[src/rtl/mii_tx_pkg.sv]
// Shared definitions of the MII transmit serializer.
// Holds the sequencer states and the fixed nibble codes of the burst header.
package mii_tx_pkg;

    // Sequencer states; each names what the output register shows.
    typedef enum logic [2:0] {
        ST_IDLE,   // tx_en low
        ST_PRE,    // a preamble nibble
        ST_SFD,    // the delimiter nibble
        ST_LO,     // low nibble of a byte
        ST_HI      // high nibble of a byte
    } txst_e;

    localparam int        PRE_NIBBLES = 15;
    localparam logic [3:0] NIB_PRE    = 4'h5;
    localparam logic [3:0] NIB_SFD    = 4'hD;

endpackage

[src/rtl/mii_tx_len_check.sv]
// Per-frame byte-slot counter and length judge.
// Assumes 1 <= MIN_LEN <= MAX_LEN. The counter saturates at MAX_LEN, so once
// a frame is over length every later slot is judged bad as well.
module mii_tx_len_check #(
    parameter int MIN_LEN = 64,
    parameter int MAX_LEN = 1518
) (
    input  logic clk,
    input  logic rst_n,
    input  logic clear,      // frame starts
    input  logic take,       // a byte slot is consumed this clock
    input  logic is_last,    // consumed slot ends the frame
    output logic bad         // consumed slot breaks the length rules
);
    localparam int CW = $clog2(MAX_LEN + 1);
    localparam logic [CW-1:0] MAX_C  = CW'(MAX_LEN);
    localparam logic [CW-1:0] MINM1  = CW'(MIN_LEN - 1);

    logic [CW-1:0] count;

    // Count consumed slots of the current frame, saturating at MAX_LEN.
    always_ff @(posedge clk) begin
        if (!rst_n)
            count <= '0;
        else if (clear)
            count <= '0;
        else if (take && count < MAX_C)
            count <= count + 1'b1;
    end

    // Judge the slot being consumed: beyond the maximum, or a short last one.
    always_comb begin
        bad = take && ((count >= MAX_C) || (is_last && count < MINM1));
    end

endmodule

[src/rtl/mii_tx_gap_timer.sv]
// Minimum idle timer between frames.
// Loaded when the last nibble of a frame leaves. Reports done once IFG_CLKS
// idle clocks have passed since the load. Assumes IFG_CLKS >= 1.
module mii_tx_gap_timer #(
    parameter int IFG_CLKS = 24
) (
    input  logic clk,
    input  logic rst_n,
    input  logic load,
    output logic done
);
    localparam int GW = $clog2(IFG_CLKS + 1);
    localparam logic [GW-1:0] START = GW'(IFG_CLKS - 1);

    logic [GW-1:0] cnt;

    // Count down the remaining idle clocks.
    always_ff @(posedge clk) begin
        if (!rst_n)
            cnt <= '0;
        else if (load)
            cnt <= START;
        else if (cnt != '0)
            cnt <= cnt - 1'b1;
    end

    // The gap is over when the count is exhausted.
    always_comb begin
        done = (cnt == '0);
    end

endmodule

[src/rtl/mii_tx_serializer.sv]
// Byte stream to MII transmit nibble serializer.
// Emits preamble, delimiter and payload nibbles (low nibble first) with
// registered txd/tx_en/tx_er. Requests one byte per two clocks and never
// stalls the wire: a missing byte becomes an error-marked zero slot.
// Assumes the source's inputs are synchronous to clk.
module mii_tx_serializer
    import mii_tx_pkg::*;
#(
    parameter int MIN_LEN  = 64,
    parameter int MAX_LEN  = 1518,
    parameter int IFG_CLKS = 24
) (
    input  logic       clk,
    input  logic       rst_n,
    input  logic       s_valid,
    input  logic [7:0] s_data,
    input  logic       s_err,
    input  logic       s_last,
    output logic       s_ready,
    output logic [3:0] txd,
    output logic       tx_en,
    output logic       tx_er,
    output logic       len_err
);
    localparam int PW = $clog2(PRE_NIBBLES + 1);
    localparam logic [PW-1:0] PRE_END = PW'(PRE_NIBBLES);

    txst_e         state;
    logic [PW-1:0] pcnt;
    logic [3:0]    hi_nib;
    logic          cur_err;
    logic          cur_last;
    logic          gap_done;
    logic          len_bad;
    logic          start;
    logic          slot_err;
    logic          slot_last;
    logic [7:0]    slot_data;

    // Slot request and the contents of the slot being consumed.
    always_comb begin
        s_ready   = (state == ST_SFD) || (state == ST_HI && !cur_last);
        start     = (state == ST_IDLE) && s_valid && gap_done;
        slot_data = s_valid ? s_data : 8'h00;
        slot_last = s_valid && s_last;
        slot_err  = !s_valid || s_err || len_bad;
    end

    mii_tx_len_check #(
        .MIN_LEN (MIN_LEN),
        .MAX_LEN (MAX_LEN)
    ) u_len (
        .clk     (clk),
        .rst_n   (rst_n),
        .clear   (start),
        .take    (s_ready),
        .is_last (slot_last),
        .bad     (len_bad)
    );

    mii_tx_gap_timer #(
        .IFG_CLKS (IFG_CLKS)
    ) u_gap (
        .clk   (clk),
        .rst_n (rst_n),
        .load  (state == ST_HI && cur_last),
        .done  (gap_done)
    );

    // Sequencer and registered MII outputs.
    always_ff @(posedge clk) begin
        if (!rst_n) begin
            state    <= ST_IDLE;
            pcnt     <= '0;
            hi_nib   <= '0;
            cur_err  <= 1'b0;
            cur_last <= 1'b0;
            txd      <= '0;
            tx_en    <= 1'b0;
            tx_er    <= 1'b0;
            len_err  <= 1'b0;
        end else begin
            unique case (state)
                ST_IDLE: begin
                    if (start) begin
                        state   <= ST_PRE;
                        pcnt    <= PW'(1);
                        txd     <= NIB_PRE;
                        tx_en   <= 1'b1;
                        tx_er   <= 1'b0;
                        len_err <= 1'b0;
                    end
                end
                ST_PRE: begin
                    if (pcnt == PRE_END) begin
                        state <= ST_SFD;
                        txd   <= NIB_SFD;
                    end else begin
                        pcnt <= pcnt + 1'b1;
                        txd  <= NIB_PRE;
                    end
                end
                ST_LO: begin
                    state <= ST_HI;
                    txd   <= hi_nib;
                    tx_er <= cur_err;
                end
                ST_SFD, ST_HI: begin
                    if (state == ST_HI && cur_last) begin
                        state <= ST_IDLE;
                        txd   <= '0;
                        tx_en <= 1'b0;
                        tx_er <= 1'b0;
                    end else begin
                        state    <= ST_LO;
                        txd      <= slot_data[3:0];
                        hi_nib   <= slot_data[7:4];
                        tx_er    <= slot_err;
                        cur_err  <= slot_err;
                        cur_last <= slot_last;
                        if (len_bad)
                            len_err <= 1'b1;
                    end
                end
                default: state <= ST_IDLE;
            endcase
        end
    end

endmodule

[config.mk]
export PLATFORM = sky130hd
export DESIGN_NAME = mii_tx_serializer
export DESIGN_NICKNAME = d
export VERILOG_FILES = /design/src/rtl/mii_tx_pkg.sv /design/src/rtl/mii_tx_len_check.sv /design/src/rtl/mii_tx_gap_timer.sv /design/src/rtl/mii_tx_serializer.sv
export SDC_FILE = /design/constraint.sdc
export NUM_CORES = 1
export LEC_CHECK = 0
export ABC_CLOCK_PERIOD_IN_PS = 1900
export CORE_MARGIN = 2
export CORE_UTILIZATION = 50
export CTS_CLUSTER_DIAMETER = 50
export CTS_CLUSTER_SIZE = 20
export DETAILED_ROUTE_END_ITERATION = 12
export DONT_BUFFER_PORTS = 1
export HOLD_SLACK_MARGIN = 0.12
export PLACE_DENSITY = 0.74
export SYNTH_ARGS = -nofsm -noshare
export SYNTH_HDL_FRONTEND = slang
export SYNTH_SLANG_ARGS = --single-unit
[constraint.sdc]
create_clock -name clk -period 1.9 [get_ports clk]
set_clock_uncertainty 0.05 [all_clocks]
set_input_delay 0.095 -clock clk [delete_from_list [all_inputs] [get_ports clk]]
set_output_delay 0.095 -clock clk [all_outputs]
set_load 0.03 [all_outputs]
# Word level (Yosys, flattened, before mapping)

Index checks and enable logic that the tools add are counted.

Add/sub/neg operators: 3
Magnitude comparators: 3
Equality and inequality tests: 11
Muxes and demuxes: 23
Bitwise operators: 2
Reduce and logical (&&, ||, !) cells: 32

Operators with widths:

| operator                                                               | number |
|---|---|
| 4-bit 2-to-1 mux                                                       | 5 |
| 4-bit one-hot mux with 4 select lines                                  | 1 |
| 3-bit one-hot mux with 4 select lines                                  | 1 |
| 11-bit by 1-bit adder with 11-bit output (second input constant)       | 1 |
| 11-bit greater-or-equal comparator (second input constant)             | 1 |
| 11-bit < comparator (second input constant)                            | 1 |
| 11-bit by 6-bit < comparator with 1-bit output (second input constant) | 1 |
| 5-bit 2-to-1 mux                                                       | 2 |
| 2-bit != test (second input constant)                                  | 5 |
| 1-bit logical AND                                                      | 8 |
| 8-bit 2-to-1 mux                                                       | 1 |
| 4-bit one-hot mux with 2 select lines                                  | 1 |
| 2-bit AND reduction                                                    | 4 |
| 3-bit by 2-bit equality test with 1-bit output (second input constant) | 2 |
| 1-bit 2-to-1 mux                                                       | 6 |
| 3-bit 2-to-1 mux                                                       | 2 |
| 3-bit AND reduction                                                    | 2 |
| 2-bit nonzero test                                                     | 3 |
| 2-bit OR reduction                                                     | 3 |
| 5-bit logical NOT                                                      | 1 |
| 5-bit nonzero test                                                     | 1 |
| 5-bit by 1-bit subtractor with 5-bit output (second input constant)    | 1 |
| 4-bit by 1-bit adder with 4-bit output (second input constant)         | 1 |
| 4-bit equality test (second input constant)                            | 1 |
| 13 further kinds                                                       | 19 |

Bits in registers: 36
Output and inout port bits: 8
Logic and storage cells: 86

# Logic depth before layout (Yosys ltp)

Depth after elaboration: 7
Mapped depth: 8

# Modules after synthesis

From an unflattened synthesis, not the netlist that was laid out.

Cells, all modules: 218
Area total of the unflattened synthesis: 1881.8 um^2

By module, submodules not included:

| module            | times used | cells an instance | area each (um^2) |
|---|---|---|---|
| mii_tx_serializer | 1          | 121               | 985.9 |
| mii_tx_len_check  | 1          | 75                | 654.4 |
| mii_tx_gap_timer  | 1          | 22                | 241.5 |

# Worst setup path after synthesis

No wires, ideal clock.

Path type: reg-to-reg
Start: register u_gap.cnt[0]
End: register txd[1]
Arrival: 1.498 ns
Required time: 1.735 ns
Setup slack: 0.237 ns
Stages on the path, launching flop included: 8
Path buffers: 0
Clock period less this slack: 1.663 ns
Cell sequence: dfxtp_1 inv_1 ha_1 nor4b_4 nand2_1 a21oi_1 o221ai_1 and2_1

Word-level cells in the longest chain between the ends: 4

Ends and longest elaborated chain:

| what                                 | RTL line                 | RTL |
|---|---|---|
| start: declaration                   | mii_tx_gap_timer.sv:15   | `logic [GW-1:0] cnt;` |
| start signal: assignment             | mii_tx_gap_timer.sv:24   | `cnt <= cnt - 1'b1;` |
| 5-bit logical NOT                    | mii_tx_gap_timer.sv:29   | `done = (cnt == '0);` |
| 1-bit logical AND                    | mii_tx_serializer.sv:43  | `start = (state == ST_IDLE) && s_valid && gap_done;` |
| 2-bit != test (no source line)       | -                        |  |
| 2-bit AND reduction (no source line) | -                        |  |
| end signal: assignment               | mii_tx_serializer.sv:105 | `txd <= hi_nib;` |
| end signal: assignment               | mii_tx_serializer.sv:116 | `txd <= slot_data[3:0];` |
| end: declaration                     | mii_tx_serializer.sv:20  | `output logic [3:0] txd,` |

Every way passes these cells.
A chain may end at the register's enable or synchronous reset.

# Worst setup path in the final report

Start: register state[1]
End: output s_ready

Word-level cells in the longest chain between the ends: 3
Elaborated cells between the ends (all ways): 4

Ends and longest elaborated chain:

| what                     | RTL line                | RTL |
|---|---|---|
| start: declaration       | mii_tx_serializer.sv:28 | `txst_e state;` |
| start signal: assignment | mii_tx_serializer.sv:73 | `state <= ST_IDLE;` |
| start signal: assignment | mii_tx_serializer.sv:86 | `state <= ST_PRE;` |
| start signal: assignment | mii_tx_serializer.sv:96 | `state <= ST_SFD;` |
| 3-bit equality test      | mii_tx_serializer.sv:42 | `s_ready = (state == ST_SFD) \|\| (state == ST_HI && !cur_last);` |
| 1-bit logical AND        | mii_tx_serializer.sv:42 |  |
| 1-bit logical OR *       | mii_tx_serializer.sv:42 |  |
| end: declaration         | mii_tx_serializer.sv:19 | `output logic s_ready,` |

Mark *: on every way between the ends. The rest lies on a longest branch, timed or not.

==> out/summary.txt <==
first-pass GRT wire length: 6740 µm
Post-synth EDFFs: 0
Routed WL per cell: 14.0 µm
die footprint: 0.00433 mm²
global route hottest layer: met2
Synthesis Warnings: 0
area of placed instances: 0.00196 mm²
sequential share of the synthesized area: 37.7%
vias per cell: 5.55
Final Core Density: 60.3%
GR Util met2: 34.6%
worst hold start: s_valid
minimum clock period: 1740 ps
via count: 1,575
Sink Count: 36
Setup TNS: 0 ps
number of global-route vias before repair: 1,503
max_cap viols: 0
reg2reg setup slack: 180 ps
leakage: 0.797 nW
CP Launch Point: state[1]
fmax: 573 MHz
Max-slew headroom: 46.3%
Nets: 252
io pins: 21
Synth area leaders: dfxtp_1 38%, xnor2_1 6.0%, nand2_1 4.7%, nor2_1 4.5%, nand3_1 3.4%
core area: 0.00366 mm²
Placed Cells: 263
final wirelength: 3990 µm
Yosys top cell area share: 37.7%
hpwl dp: 2680 µm
worst-path fanout max: 11
Inserted Clock Buffers: 5
GRT Overall Usage: 20.4%
Die Wd: 65.8 µm
Area Overhead vs Synth: 15.4%
initial antenna violation count: 0
RePlAce Congestion: 0.848
Setup CP Type: flop to output pin
Commonest cells post-synth: 36 x dfxtp_1, 24 x nand2_1, 23 x nor2_1
largest net degree at the start of global routing: 25
row count: 22
met3 Use GR: 6.30%
worst slew pin tran: 802 ps
CTS tree: done
min-delay worst type: primary input to flop
final antenna-violating net count: 0
Detailed Routing Iterations Pass 1: 4
RSZ-0062 raised after global routing: no
CTS root buffer: clkbuf_8
DP Worst Slack: 28.5 ps
die height: 65.8 µm
Total Power: 2.82 mW
WHS: 174 ps
Mapped Cells: 218
final worst path period share: 91.8%
post-synthesis cell area: 0.00191 mm²
reg-to-reg critical path startpoint: state[1]
async set-reset flop share out of synthesis: 0%
Final WS setup: 156 ps
initial core utilization: 52.2%
number of synthesized register bits: 36
Layout Cells excl Fill: 284
clk_lat worst skew: 300 ps
remaining global-route overflow: 0
# setup viols final: 0
grt met1 use: 23.9%
WP data required: 1750 ps
Max VDD drop: 0.548 mV
cell with the most instances after synthesis: dfxtp_1
Non-Filler Cell Area, Final: 0.00221 mm²
outcome: finished, final reports clean
Synth Flop Type: dfxtp_1
area leader, netlist: dfxtp_1
initial DRC count: 75
Worst-path clk slew: 70 ps
Port-buffer cells: 0
Max Slew Vio Count: 0
pwr dens: 1280 mW/mm²
layout cells sized above 1: 13.1%
Max clock buf depth: 2
Post-Synthesis Net Count: 235
crit path launch type: flop
H-tree depth: 2
# diodes: 0
drt drc: 0
final hold vios: 0
critical path arrival: 1600 ps
Synth cell types: 51
Critical Path End Type: output pin
mean post-synth cell area: 8.77 µm²
-- worst paths after layout --
kind / end / cells past startpoint
max: s_ready / 4
min: tx_en / 4
max reg2reg: u_len.count[5] / 6
min reg2reg: hi_nib[0] / 2
-- layer usage --
metal	wire length, µm	vias to the layer above
met5	0	-
met4	60	0
met3	185	6
met2	1880	30
met1	1870	733
li1	-	806
-- repair_timing --
action	in CTS	in global routing
hold buffers	12	0
pin swaps	1	0
endpoints found under the setup margin	1	3
endpoints found under the hold margin	36	0
gates resized for setup	1	1
buffers inserted	1	0
-- sequential cells by signal (all words and copies together), names as in the netlist, 3 cells and up --
register     cells
txd              4
u_gap.cnt        5
pcnt             4
u_len.count     11
state            3
hi_nib           4
-- kinds of logic (layout without fill, tap and decap cells) --
| logic type | count (synthesis) | count (layout) | share of synthesized area [%] |
|---|---|---|---|
| muxes | 3 | 3 | 1.57 |
| and+or+nand+nor | 98 | 98 | 29.4 |
| DFF | 36 | 36 | 37.7 |
| xor gates and xnor gates | 13 | 13 | 5.96 |
| AOI/OAI and AO/OA | 47 | 47 | 18.1 |
| buffers and inverters | 17 | 35 | 4.65 |
| adders and majority gates | 4 | 4 | 2.62 |
-- layout by cell type, fill, tap and decap left out, types with 6 or more instances in the layout --
cell	count
buf_4	8
dfxtp_1	35
nor2_1	23
inv_1	7
a31oi_1	6
o21ai_0	7
xnor2_1	13
o21a_1	6
a21oi_1	7
nand3_1	13
nand2_1	24
dlygate4sd3_1	12
-- power by group --
part | total [mW] | internal [mW] | switching, mW
Clock | 0.670 | 0.388 | 0.282
Combinational | 1.03 | 0.482 | 0.544
Sequential | 1.13 | 0.892 | 0.234
-- layout make-up --
cell class                      count  area (µm²)
Clock buffer                        5        68.8
Inverter                            7        26.3
Clock inverter                      3        42.5
Timing Repair Buffer               20         180
Tap cell                           48        60.1
Sequential cell                    36         722
Fill cell                         310        1460
Multi-Input combinational cell    165        1110
-- critical path: stages, from the launching register on --
cell and delay [ps]:
dfxtp_2 450, nand2b_2 160, a2bb2oi_4 180, inv_1 290, buf_4 230
(Power assumes the default switching activity.)
